===== config.mk =====
export PLATFORM = sky130hd
export DESIGN_NAME = mdio_c45_master
export DESIGN_NICKNAME = d
export VERILOG_FILES = /design/src/rtl/mdio_c45_pkg.sv /design/src/rtl/mdio_mdc_gen.sv /design/src/rtl/mdio_frame_engine.sv /design/src/rtl/mdio_c45_master.sv
export SDC_FILE = /design/constraint.sdc
export NUM_CORES = 1
export LEC_CHECK = 0
export ABC_CLOCK_PERIOD_IN_PS = 2600
export BUFFER_PORTS_ARGS = -buffer_cell sky130_fd_sc_hd__buf_2
export CAP_MARGIN = 20
export CORE_AREA = 2 2 121 123
export DETAILED_ROUTE_END_ITERATION = 6
export DIE_AREA = 0 0 123 125
export PLACE_DENSITY = 0.75
export SYNTH_ARGS = -nofsm -noshare
export SYNTH_HDL_FRONTEND = slang
export SYNTH_SLANG_ARGS = --single-unit

===== constraint.sdc =====
create_clock -name clk -period 2.6 [get_ports clk]
set_input_delay 0 -clock clk [delete_from_list [all_inputs] [get_ports clk]]
set_output_delay 0 -clock clk [all_outputs]
set_load 0.02 [all_outputs]

===== src/rtl/mdio_c45_pkg.sv =====
package mdio_c45_pkg;
  localparam int PRE_LEN   = 32;
  localparam int PHY_W     = 5;
  localparam int DEV_W     = 5;
  localparam int VAL_W     = 16;
  localparam int FRAME_LEN = PRE_LEN + 2 + 2 + PHY_W + DEV_W + 2 + VAL_W;
  localparam int TA_IDX    = PRE_LEN + 4 + PHY_W + DEV_W;
  localparam int DATA_IDX  = TA_IDX + 2;
  localparam int IDX_W     = $clog2(FRAME_LEN);

  typedef enum logic [1:0] {
    OP_ADDR  = 2'b00,
    OP_WRITE = 2'b01,
    OP_READ  = 2'b11
  } mdio_op_e;
endpackage


===== src/rtl/mdio_mdc_gen.sv =====
module mdio_mdc_gen #(
  parameter int DIV_W = 8
) (
  input  logic             clk,
  input  logic             rst_n,
  input  logic             en,
  input  logic [DIV_W-1:0] div,
  output logic             mdc,
  output logic             rise_stb,
  output logic             fall_stb
);
  logic [DIV_W-1:0] cnt_q, cnt_d;
  logic             mdc_d;
  logic             wrap;

  assign wrap     = en && (cnt_q == div);
  assign rise_stb = wrap && !mdc;
  assign fall_stb = wrap && mdc;

  always_comb begin
    cnt_d = cnt_q;
    mdc_d = mdc;
    if (!en) begin
      cnt_d = '0;
      mdc_d = 1'b0;
    end else if (wrap) begin
      cnt_d = '0;
      mdc_d = !mdc;
    end else begin
      cnt_d = cnt_q + 1'b1;
    end
  end

  always_ff @(posedge clk or negedge rst_n) begin
    if (!rst_n) begin
      cnt_q <= '0;
      mdc   <= 1'b0;
    end else begin
      cnt_q <= cnt_d;
      mdc   <= mdc_d;
    end
  end

  // clock is parked low whenever the engine is idle
  a_r2_idle_low: assert property (@(posedge clk) disable iff (!rst_n)
    !en |=> !mdc);
  // a rise strobe is followed by a high clock
  a_r2_rise_follows: assert property (@(posedge clk) disable iff (!rst_n)
    rise_stb |=> mdc);
endmodule


===== src/rtl/mdio_frame_engine.sv =====
module mdio_frame_engine
  import mdio_c45_pkg::*;
(
  input  logic             clk,
  input  logic             rst_n,
  input  logic             start,
  input  mdio_op_e         op_i,
  input  logic [PHY_W-1:0] port_i,
  input  logic [DEV_W-1:0] dev_i,
  input  logic [VAL_W-1:0] payload_i,
  input  logic             rise_stb,
  input  logic             fall_stb,
  input  logic             mdio_i,
  output logic             active,
  output logic             mdio_o,
  output logic             mdio_oe,
  output logic             done,
  output logic [VAL_W-1:0] rx_data,
  output logic             no_ack
);
  localparam logic [IDX_W-1:0] LAST_IDX = IDX_W'(FRAME_LEN - 1);
  localparam logic [IDX_W-1:0] TA_I     = IDX_W'(TA_IDX);
  localparam logic [IDX_W-1:0] TA2_I    = IDX_W'(TA_IDX + 1);
  localparam logic [IDX_W-1:0] DATA_I   = IDX_W'(DATA_IDX);

  logic [FRAME_LEN-1:0] sr_q, sr_d, frame;
  logic [IDX_W-1:0]     idx_q, idx_d;
  logic                 act_d, done_d, ta_d;
  logic [VAL_W-1:0]     rx_d;
  mdio_op_e             op_q, op_d;

  assign frame = {{PRE_LEN{1'b1}}, 2'b00, op_i, port_i, dev_i,
                  (op_i == OP_READ) ? 2'b11 : 2'b10, payload_i};

  always_comb begin
    sr_d   = sr_q;
    idx_d  = idx_q;
    act_d  = active;
    ta_d   = no_ack;
    rx_d   = rx_data;
    op_d   = op_q;
    done_d = 1'b0;
    if (!active) begin
      if (start) begin
        sr_d  = frame;
        idx_d = '0;
        act_d = 1'b1;
        op_d  = op_i;
      end
    end else begin
      if (rise_stb && op_q == OP_READ) begin
        if (idx_q == TA2_I)        ta_d = mdio_i;
        else if (idx_q >= DATA_I)  rx_d = {rx_data[VAL_W-2:0], mdio_i};
      end
      if (fall_stb) begin
        sr_d = {sr_q[FRAME_LEN-2:0], 1'b1};
        if (idx_q == LAST_IDX) begin
          act_d  = 1'b0;
          done_d = 1'b1;
        end else begin
          idx_d = idx_q + 1'b1;
        end
      end
    end
  end

  always_ff @(posedge clk or negedge rst_n) begin
    if (!rst_n) begin
      sr_q    <= '1;
      idx_q   <= '0;
      active  <= 1'b0;
      done    <= 1'b0;
      no_ack  <= 1'b0;
      rx_data <= '0;
      op_q    <= OP_ADDR;
    end else begin
      sr_q    <= sr_d;
      idx_q   <= idx_d;
      active  <= act_d;
      done    <= done_d;
      no_ack  <= ta_d;
      rx_data <= rx_d;
      op_q    <= op_d;
    end
  end

  assign mdio_o  = sr_q[FRAME_LEN-1];
  assign mdio_oe = active && !(op_q == OP_READ && idx_q >= TA_I);

  // line data moves only on a load or a falling clock edge
  a_r10_mdio_on_fall: assert property (@(posedge clk) disable iff (!rst_n)
    !$stable(mdio_o) |-> $past(fall_stb || (start && !active)));
endmodule


===== src/rtl/mdio_c45_master.sv =====
module mdio_c45_master
  import mdio_c45_pkg::*;
#(
  parameter int             DIV_W     = 8,
  parameter logic [DIV_W-1:0] DIV_RESET = DIV_W'(100)
) (
  input  logic        clk,
  input  logic        rst_n,
  input  logic        reg_wr,
  input  logic [1:0]  reg_addr,
  input  logic [31:0] reg_wdata,
  output logic [31:0] reg_rdata,
  output logic        mdc,
  output logic        mdio_o,
  output logic        mdio_oe,
  input  logic        mdio_i
);
  localparam logic [1:0] IX_STAT = 2'd0;
  localparam logic [1:0] IX_CTRL = 2'd1;
  localparam logic [1:0] IX_ADDR = 2'd2;
  localparam logic [1:0] IX_DATA = 2'd3;
  localparam int RD_BIT  = 15;
  localparam int DEV_LSB = 8;
  localparam int DIV_LSB = 8;

  logic [DIV_W-1:0] div_q, div_d;
  logic [PHY_W-1:0] port_q, port_d;
  logic [DEV_W-1:0] dev_q, dev_d;
  logic [VAL_W-1:0] regnum_q, regnum_d, data_q, data_d;
  logic             abusy_q, abusy_d, dbusy_q, dbusy_d, err_q, err_d;
  mdio_op_e         cur_op_q, cur_op_d, start_op;
  logic             start, idle, wr_ok;
  logic [VAL_W-1:0] start_val;

  logic             eng_active, eng_done, eng_no_ack, rise_stb, fall_stb;
  logic [VAL_W-1:0] eng_rx;

  assign idle  = !abusy_q && !dbusy_q;
  assign wr_ok = reg_wr && idle;

  always_comb begin
    div_d     = div_q;
    port_d    = port_q;
    dev_d     = dev_q;
    regnum_d  = regnum_q;
    data_d    = data_q;
    abusy_d   = abusy_q;
    dbusy_d   = dbusy_q;
    err_d     = err_q;
    cur_op_d  = cur_op_q;
    start     = 1'b0;
    start_op  = OP_ADDR;
    start_val = reg_wdata[VAL_W-1:0];
    if (eng_done) begin
      abusy_d = 1'b0;
      dbusy_d = 1'b0;
      if (cur_op_q == OP_READ) begin
        err_d  = eng_no_ack;
        data_d = eng_no_ack ? '1 : eng_rx;
      end
    end else if (wr_ok) begin
      case (reg_addr)
        IX_STAT: div_d = reg_wdata[DIV_LSB +: DIV_W];
        IX_CTRL: begin
          port_d = reg_wdata[PHY_W-1:0];
          dev_d  = reg_wdata[DEV_LSB +: DEV_W];
          if (reg_wdata[RD_BIT]) begin
            start     = 1'b1;
            start_op  = OP_READ;
            start_val = '1;
            dbusy_d   = 1'b1;
          end
        end
        IX_ADDR: begin
          regnum_d = reg_wdata[VAL_W-1:0];
          start    = 1'b1;
          start_op = OP_ADDR;
          abusy_d  = 1'b1;
        end
        default: begin
          data_d   = reg_wdata[VAL_W-1:0];
          start    = 1'b1;
          start_op = OP_WRITE;
          dbusy_d  = 1'b1;
        end
      endcase
      if (start) cur_op_d = start_op;
    end
  end

  always_ff @(posedge clk or negedge rst_n) begin
    if (!rst_n) begin
      div_q    <= DIV_RESET;
      port_q   <= '0;
      dev_q    <= '0;
      regnum_q <= '0;
      data_q   <= '0;
      abusy_q  <= 1'b0;
      dbusy_q  <= 1'b0;
      err_q    <= 1'b0;
      cur_op_q <= OP_ADDR;
    end else begin
      div_q    <= div_d;
      port_q   <= port_d;
      dev_q    <= dev_d;
      regnum_q <= regnum_d;
      data_q   <= data_d;
      abusy_q  <= abusy_d;
      dbusy_q  <= dbusy_d;
      err_q    <= err_d;
      cur_op_q <= cur_op_d;
    end
  end

  always_comb begin
    reg_rdata = '0;
    case (reg_addr)
      IX_STAT: begin
        reg_rdata[DIV_LSB +: DIV_W] = div_q;
        reg_rdata[1] = err_q;
        reg_rdata[0] = abusy_q;
      end
      IX_CTRL: begin
        reg_rdata[PHY_W-1:0]         = port_q;
        reg_rdata[DEV_LSB +: DEV_W]  = dev_q;
      end
      IX_ADDR: reg_rdata[VAL_W-1:0] = regnum_q;
      default: begin
        reg_rdata[VAL_W-1:0] = data_q;
        reg_rdata[31]        = dbusy_q;
      end
    endcase
  end

  mdio_mdc_gen #(.DIV_W(DIV_W)) u_clk (
    .clk(clk), .rst_n(rst_n), .en(eng_active), .div(div_q),
    .mdc(mdc), .rise_stb(rise_stb), .fall_stb(fall_stb)
  );

  mdio_frame_engine u_eng (
    .clk(clk), .rst_n(rst_n), .start(start), .op_i(start_op),
    .port_i(port_d), .dev_i(dev_d), .payload_i(start_val),
    .rise_stb(rise_stb), .fall_stb(fall_stb), .mdio_i(mdio_i),
    .active(eng_active), .mdio_o(mdio_o), .mdio_oe(mdio_oe),
    .done(eng_done), .rx_data(eng_rx), .no_ack(eng_no_ack)
  );

  // a frame in flight is always covered by a busy flag
  a_r3_busy_covers_frame: assert property (@(posedge clk) disable iff (!rst_n)
    eng_active |-> (abusy_q || dbusy_q));
  // writes during busy leave the latched fields alone
  a_r8_fields_hold: assert property (@(posedge clk) disable iff (!rst_n)
    (abusy_q || dbusy_q) && !eng_done |=> $stable(div_q) && $stable(regnum_q) && $stable(port_q));
  // busy flags drop the clock after the engine reports completion
  a_r9_busy_clears: assert property (@(posedge clk) disable iff (!rst_n)
    eng_done |=> !abusy_q && !dbusy_q);
endmodule


Yosys cells after proc, flatten, opt, wreduce, memory -nomap -nowiden:

Index checks and enable logic that the tools add are counted.

* equal/unequal tests: 15
* $add $sub $neg: 2
* shift operators: 0
* bitwise logic cells: 3
* magnitude comparators: 2
* reduce and logical (&&, ||, !) cells: 31
* multipliers: 0
* muxes and demuxes: 57
* divide/modulo/power cells: 0

Operator list (count)
* $mux W64: 3
* $mux W16: 9
* $mux W5: 6
* $mux W6: 4
* $mux W1: 22
* $reduce_and A3 Y1: 7
* $pmux W3 S3: 2
* $mux W8: 2
* $pmux W5 S3: 1
* $eq A6 B6 Y1 const B: 2
* $ge A6 B6 Y1 const B: 2
* $add A8 B1 Y8 const B: 1
* $eq A2 B2 Y1 const B: 4
* $eq A8 B8 Y1: 1
* $logic_and A1 B1 Y1: 8
* $ne A2 B2 Y1 const B: 4
* $reduce_and A2 Y1: 4
* $add A6 B1 Y6 const B: 1
* $mux W2: 3
* $pmux W2 S3: 1
* $pmux W3 S2: 1
* $reduce_bool A2 Y1: 3
* $logic_not A1 Y1: 4
* $ne A2 B1 Y1 const B: 2
* other kinds (9): 13

* input port bits: 38
* memories: 0
* bits in writable memories: 0
* bits in latches: 0
* bits in read-only memories: 0
* logic and storage cells: 128
* output and inout bits: 35
* register bits after elaboration: 155

Depth between registers and ports, before layout:

Gate-level depths: netlist of run 1.

* word-level depth: 9
* mapped depth: 8
* depth with buffers taken out: 6

Modules after synthesis:

From an unflattened synthesis of run 1, not the netlist that was laid out.

* cell total of the unflattened synthesis: 651
* area total of the unflattened synthesis: 7367.1 sq um

Modules (own cells, without submodules)
* mdio_frame_engine: times used 1, cells an instance 365, sequential area each 2357.3 sq um, area an instance 3985.1 sq um
* mdio_c45_master: times used 1, cells an instance 237, sequential area each 1380.1 sq um, area an instance 2889.0 sq um
* mdio_mdc_gen: times used 1, cells an instance 49, sequential area each 225.2 sq um, area an instance 493.0 sq um

Worst setup path after synthesis of run 1:

Ideal clock, no wire load.

* path type: reg2reg
* from: register div_q[2]
* to: register u_eng.rx_data[10]
* period minus slack after synthesis: 2.182 ns
* required time: 2.475 ns
* setup slack: 0.418 ns
* cell stages (with the launch flop): 8
* arrival time: 2.057 ns
* path buffers: 2
* setup time: 0.125 ns
* cells stage by stage: dfstp_2 > xor2_1 > nor4_2 > nand2_2 > or3_1 > buf_6 > buf_12 > mux2_4

* longest elaborated chain between the ends: 5

RTL lines
* start: declaration: RTL line mdio_c45_master.sv:26 `logic [DIV_W-1:0] div_q, div_d;`
* start signal: assignment: RTL line mdio_c45_master.sv:103 `div_q <= div_d;`
* $eq A8 B8 Y1: RTL line mdio_mdc_gen.sv:16 `assign wrap = en && (cnt_q == div);`
* $logic_and A1 B1 Y1: RTL line mdio_mdc_gen.sv:16
* $logic_and A1 B1 Y1: RTL line mdio_mdc_gen.sv:17 `assign rise_stb = wrap && !mdc;`
* $logic_and A1 B1 Y1: RTL line mdio_frame_engine.sv:51 `if (rise_stb && op_q == OP_READ) begin`
* $reduce_and A4 Y1 (no source line)
* end signal: assignment: RTL line mdio_frame_engine.sv:82 `rx_data <= rx_d;`
* end: declaration: RTL line mdio_frame_engine.sv:18 `output logic [VAL_W-1:0] rx_data,`

Every way passes these cells.
A chain may end at the register's enable or synchronous reset.

Final worst setup path of run 1:

* from: register u_clk.cnt_q[3]
* to: register u_eng.rx_data[10]

* longest elaborated chain between the ends: 5

RTL lines
* start: declaration: RTL line mdio_mdc_gen.sv:12 `logic [DIV_W-1:0] cnt_q, cnt_d;`
* start signal: assignment: RTL line mdio_mdc_gen.sv:39 `cnt_q <= cnt_d;`
* $eq A8 B8 Y1: RTL line mdio_mdc_gen.sv:16
* $logic_and A1 B1 Y1: RTL line mdio_mdc_gen.sv:16
* $logic_and A1 B1 Y1: RTL line mdio_mdc_gen.sv:17
* $logic_and A1 B1 Y1: RTL line mdio_frame_engine.sv:51
* $reduce_and A4 Y1 (no source line)

Every way passes these cells.

==> results of run 1 <==
-- worst paths after layout --
path	slack [ns]	endpoint	startpoint	cells past startpoint
max	0.24	u_eng.rx_data[10]	u_clk.cnt_q[3]	6
min	0.05	u_eng.active	reg_addr[0]	4
max reg2reg	0.24	u_eng.rx_data[10]	u_clk.cnt_q[3]	6
min reg2reg	0.46	u_eng.sr_q[60]	u_eng.sr_q[59]	2
max in group asynchronous	1.62	u_eng.sr_q[39]	rst_n	3
min in group asynchronous	0.15	u_clk.cnt_q[4]	rst_n	2
-- synthesized netlist by cell type, drive strengths merged, types with 5 or more instances --
cell type	n
nor2b	5
mux2i	14
nand3	11
xor2	11
o22ai	16
mux2	56
nor2	45
a21oi	7
a22o	6
o31ai	16
nand2b	17
buf	24
o21ai	89
and3	5
nand2	95
clkbuf	33
mux4	7
dfstp	67
dfrtp	88
inv	6
-- metrics by stage --
stage	hold slack, ns	setup WS, ns	cell area [um2]	instances
after floorplan	-0.296	0.418	7290	677
after global placement	0.0291	0.343	7610	863
after detailed placement	0.0276	0.245	7610	863
after CTS	0.0171	0.210	8430	913
after global routing	0.105	0.128	8430	913
final	0.0517	0.241	8430	913
-- repair_timing --
| action | CTS | global route |
|---|---|---|
| endpoints found under the setup margin | 0 | 0 |
| endpoints found under the hold margin | 127 | 0 |
| hold buffers | 18 | 0 |
-- area by class of cell --
type                       count  share of cell area
clock buffer                  24              0.0571
clock inverter                 8              0.0196
inverter                       6             0.00267
multi-input combinational    459               0.359
sequential                   155               0.470
tap                          184              0.0273
timing repair buffer          77              0.0639
-- state kept, by name, indices dropped and copies added (netlist names) --
register	flops
abusy_q	1
cur_op_q	2
data_q	16
dbusy_q	1
dev_q	5
div_q	8
err_q	1
port_q	5
regnum_q	16
u_clk.cnt_q	8
u_clk.mdc	1
u_eng.active	1
u_eng.done	1
u_eng.idx_q	6
u_eng.no_ack	1
u_eng.op_q	2
u_eng.rx_data	16
u_eng.sr_q	64
-- where the power goes --
part	internal, mW	switching, mW	leakage [nW]	total, mW
logic	0.589	0.796	1.58	1.39
clock network	1.78	0.925	0.318	2.70
registers	3.26	0.362	1.88	3.62
total	5.63	2.08	3.79	7.71
-- critical path: cells and delay by family (launching register included) --
family | cells | cell delay, ns
xor+xnor | 1 | 0.20
buf+inv | 1 | 0.24
flops | 1 | 0.42
mux | 1 | 0.33
simple gates | 3 | 1.04
-- per-layer routing --
| metal | routed length, um | vias to the layer above | share of wire | global-route usage |
|---|---|---|---|---|
| li1 | - | 2385 | - | - |
| met1 | 6740 | 2569 | 0.44 | 0.288 |
| met2 | 7590 | 139 | 0.49 | 0.341 |
| met3 | 697 | 36 | 0.045 | 0.0506 |
| met4 | 425 | 0 | 0.028 | 0.0943 |
| met5 | 0 | - | 0 | 0 |
-- kinds of logic after synthesis --
| group | Yosys count | synth area share |
|---|---|---|
| XOR/XNOR | 15 | 0.0181 |
| AND/OR/NAND/NOR | 202 | 0.132 |
| flip-flops | 155 | 0.547 |
| other | 1 | 0.000518 |
| AO/OA/AOI/OAI | 147 | 0.118 |
| adder cells (fa/ha/maj) | 3 | 0.00519 |
| buffers and inverters | 63 | 0.0449 |
| multiplexers | 77 | 0.133 |
==> flow_summary_export.csv, run 1 <==
group,metric,value,unit
setup_path,worstPathMaxFanout,16,
clock_tree,clock-sinks,155,
clock_tree,ctsHtreeMaxLevel,4,
drt,vias_per_cell,5.62,
run_status,status,"completed",
final_layout,areaGrowthSynthToFinish,16.5,%
setup_path,cpPeakStageDelay,0.44,ns
power,leakagePower,3.79,nW
floorplanning,dieArea,15400,um2
grt,grt_pass1_vias,5212,
power,p_total,7.71,mW
final_layout,final_common_cell,"nand2_1",
grt,grt_max_degree,71,
grt,grt-ovfl-total,0,
synth,synthCells,663,
setup_path,crit_type,"reg -> reg",
floorplanning,die_h,125,um
synth,synth.cell_area,7240,um2
clock_tree,tritoncts,"yes",
grt,grt_usage,0.217,
final_layout,layout_common_cells,"nand2_1 (94), dfrtp_1 (87), o21ai_0 (79)",
floorplanning,initial_core_util,0.510,
synth,ys_types,53,
floorplanning,pin_count,73,
sta,grt_setup_unrepaired,"no",
final_layout,seqCellArea,3960,um2
sta,relSlewSlack,0.507,
synth,ys.flop_type,"dfrtp_1",
floorplanning,coreArea,14200,um2
placed_design,io_buffers,41,
placed_design,finalWeightedCongestion,0.840,
sta,period_needed,2.36,ns
final_layout,fin_util,0.594,
clock_tree,numCtsBuffers,17,
sta,worst_slew_pin_slew,0.740,ns
synth,yosysSeqAreaShare,0.547,
synth,synth_warnings,0,
sta,setup_viol,0,
power,ir_drop,525,uV
drt,dr.pass1.iters,5,
setup_path,worstPathRequired,2.91,ns
sta,clock_skew,0.0105,ns
synth,yosysTopAreaCellShare,0.304,
sta,finalCritPeriodShare,0.907,
grt,grt_first_pass_wirelength,25800,um
sta,slew_violations,0,
sta,final.setup.tns,0,ns
final_layout,multi_input_area,3030,um2
clock_tree,clkTransAtPathRegs,0.06,ns
grt,antenna_found_initial,0,
hold_path,hp-class,"in -> reg",
setup_path,arrival,2.67,ns
final_layout,drive_gt1_frac,0.322,
clock_tree,clkLatencyLatePin,0.43,ns
drt,via_count,5129,
setup_path,slowest_stage,"nor4_2",
setup_path,crit_chain,"xor2_1 -> nor4_2 -> nand2_2 -> or3_1 -> buf_4 -> mux2_4",
final_layout,fillers,1118,
drt,drc,0,
floorplanning,num_rows,44,
drt,wl_per_cell,16.9,um
drt,ant_nets,0,
power,power-per-cell-area,914,nW/um2
sta,max_freq,0.424,GHz
synth,synth_largest_area_cell,"dfrtp_1",
placed_design,hpwl,10100,um
sta,hold_violations,0,
run,max_cap_violations,0,
synth,avgSynthCellArea,10.9,um2
drt,routed_wl,15500,um
clock_tree,cts_buffer_depth,2,
final_layout,nNetsFinal,757,
synth,synth-seq-cells,155,
floorplanning,die-width,123,um
synth,synth_edf_count,0,
clock_tree,cts_resized,0,
clock_tree,cts_root_buffer,"clkbuf_16",
synth,synthTopCellsByArea,"dfrtp_1 (30%), dfstp_2 (24%), mux2_2 (7.2%), o21ai_0 (5.5%), nand2_1 (4.9%)",
drt,drtIter0Drc,299,
setup_path,cp-end-kind,"register",
clock_tree,post_cts_buffers,0,
setup_path,startpoint_type,"register",
final_layout,antenna_cells,0,
synth,async_flop_share,1.00,
Power figures use the tool's default switching activity.
==> inputs of run 2 (changes only) <==
ABC_CLOCK_PERIOD_IN_PS = 3040   (was 2600)
CELL_PAD_IN_SITES_DETAIL_PLACEMENT = 1   (was unset)
CELL_PAD_IN_SITES_GLOBAL_PLACEMENT = 2   (was unset)
CORE_AREA = 2 2 135 137   (was 2 2 121 123)
DIE_AREA = 0 0 137 139   (was 0 0 123 125)
MAX_ROUTING_LAYER = met4   (was unset)
PLACE_DENSITY = 0.87   (was 0.75)
clock period = 3.04 ns   (was 2.6 ns; I/O delays follow)
==> flow_summary_export.csv, run 2 (synthesis results as in run 1) <==
group,metric,value,unit
sta,period_needed,2.55,ns
sta,slew_violations,0,
drt,ant_nets,0,
clock_tree,cts_buffer_depth,2,
drt,wl_per_cell,18.5,um
power,p_int,4.75,mW
setup_path,startpoint_type,"register",
run,max_cap_violations,0,
sta,hold_violations,0,
drt,via_count,5102,
setup_path,worstPathMaxFanout,16,
grt,grt-ovfl-total,0,
floorplanning,dieArea,19000,um2
power,clockPowerShare,0.347,
clock_tree,clkTransAtPathRegs,0.06,ns
placed_design,dp_cells,903,
grt,grt_usage,0.207,
final_layout,instances_no_fill,953,
final_layout,final_common_cell,"nand2_1",
sta,grt_setup_unrepaired,"no",
final_layout,layout_common_cells,"nand2_1 (94), dfrtp_1 (87), o21ai_0 (79)",
setup_path,slowest_stage,"nor4_2",
final_layout,drive_gt1_frac,0.320,
power,seqPwrFrac,0.469,
hold_path,holdCritStartpoint,"reg_addr[0]",
clock_tree,cts_root_buffer,"clkbuf_16",
power,power-per-cell-area,786,nW/um2
clock_tree,clock-sinks,155,
placed_design,finalWeightedCongestion,0.818,
clock_tree,post_cts_buffers,0,
setup_path,rrSetupSlack,0.49,ns
setup_path,cp-end-kind,"register",
final_layout,antenna_cells,0,
floorplanning,coreArea,17700,um2
final_layout,top_register,"u_eng.sr_q",
sta,final.setup.tns,0,ns
setup_path,crit_chain,"xor2_1 -> nor4_2 -> nand2_2 -> or3_1 -> buf_4 -> mux2_4",
clock_tree,cts_resized,0,
placed_design,io_buffers,41,
floorplanning,die-width,137,um
final_layout,largest_reg_flops,64,
floorplanning,num_rows,49,
clock_tree,ctsHtreeMaxLevel,4,
drt,vias_per_cell,5.35,
grt,antenna_found_initial,0,
clock_tree,tritoncts,"yes",
sta,setup_viol,0,
placed_design,dp_slack,0.510,ns
power,p_switching,1.88,mW
setup_path,crit_type,"reg -> reg",
clock_tree,numCtsBuffers,17,
run_status,status,"completed",
sta,clock_skew,0.00837,ns
setup_path,r2r_end,"u_eng.rx_data[11]",
sta,finalCritPeriodShare,0.838,
hold_path,hold_end,"cur_op_q[1]",
drt,routed_wl,17700,um
power,p_comb_frac,0.184,
final_layout,areaGrowthSynthToFinish,16.7,%
grt,grt_first_pass_wirelength,29600,um
power,power_switching_share,0.283,
sta,worst_slew_pin_slew,0.830,ns
drt,dr.pass1.iters,4,
floorplanning,initial_core_util,0.410,
grt,grt_max_degree,89,
grt,grt_pass1_vias,5597,
hold_path,hp-class,"in -> reg",
setup_path,worstPathRequired,3.35,ns
final_layout,fin_util,0.478,
sta,relSlewSlack,0.447,
floorplanning,pin_count,73,
sta,setup_slack,0.492,ns
drt,drtIter0Drc,302,
setup_path,arrival,2.86,ns
setup_path,r2r-start,"u_clk.cnt_q[3]",
drt,drc,0,
clock_tree,clkLatencyLatePin,0.43,ns
hold_path,min_path_cells,4,
power,leakagePower,3.76,nW
final_layout,nNetsFinal,752,
floorplanning,die_h,139,um
power,ir_drop,353,uV
sta,max_freq,0.392,GHz
placed_design,hpwl,11400,um
setup_path,reg2reg_depth,6,
setup_path,cpPeakStageDelay,0.56,ns
## run 2: cell count changes in the layout (fill, tap and decap cells not counted), sizes merged
cell	delta
clkinvlp	+2
clkbuf	-5
buf	-5
clkinv	+3
## run 2: layout make-up
cell class | count | area, um2
sequential | 155 | 3960
fill | 1908 | 9210
timing repair buffer | 72 | 502
multi-input combinational | 459 | 3030
clock inverter | 13 | 198
inverter | 6 | 22.5
tap | 229 | 287
clock buffer | 19 | 443
## run 2: stage by stage
stage / total power, mW / hold slack [ns] / area (um2)
floorplan: 3.94 / -0.296 / 7290
global placement: 4.22 / 0.121 / 7620
detailed placement: 4.34 / 0.134 / 7620
global route: 7.00 / 0.162 / 8450
CTS: 6.70 / 0.132 / 8450
finish: 6.64 / 0.158 / 8450
## run 2: timing repair
action                     4_1_cts  5_1_grt
hold buffers                    18        0
hold endpoints to repair       118        0
setup endpoints to repair        0        0
## run 2: power groups by stage
stage	Sequential [mW]	Combinational (mW)	Clock, mW
floorplan	3.03	0.906	0
global placement	3.10	1.12	0
detailed placement	3.14	1.21	0
CTS	3.11	1.24	2.35
global route	3.18	1.39	2.43
finish	3.11	1.22	2.31
## run 2: worst max-delay path by stage
stage	startpoint	end	slack, ns	cells past startpoint
2_1_floorplan	div_q[2]	u_eng.rx_data[10]	0.86	7
3_3_place_gp	u_clk.cnt_q[3]	u_eng.rx_data[13]	0.58	6
3_5_place_dp	u_clk.cnt_q[3]	u_eng.rx_data[11]	0.51	6
4_1_cts	u_clk.cnt_q[3]	u_eng.rx_data[11]	0.47	6
5_1_grt	u_clk.cnt_q[3]	u_eng.rx_data[11]	0.34	6
6_report	u_clk.cnt_q[3]	u_eng.rx_data[11]	0.49	6
## run 2: worst max-delay path, delay by kind of cell, from the launching register on
| kind | cells | cell delay [ns] |
|---|---|---|
| xor+xnor | 1 | 0.20 |
| buf+inv | 1 | 0.24 |
| simple gates | 3 | 1.23 |
| mux | 1 | 0.33 |
| flops | 1 | 0.42 |
## run 2: layer usage
layer  part of all wire  global-route usage
met5                  0                   -
met4              0.012              0.0667
met3              0.027              0.0362
met2               0.53               0.348
met1               0.43               0.252
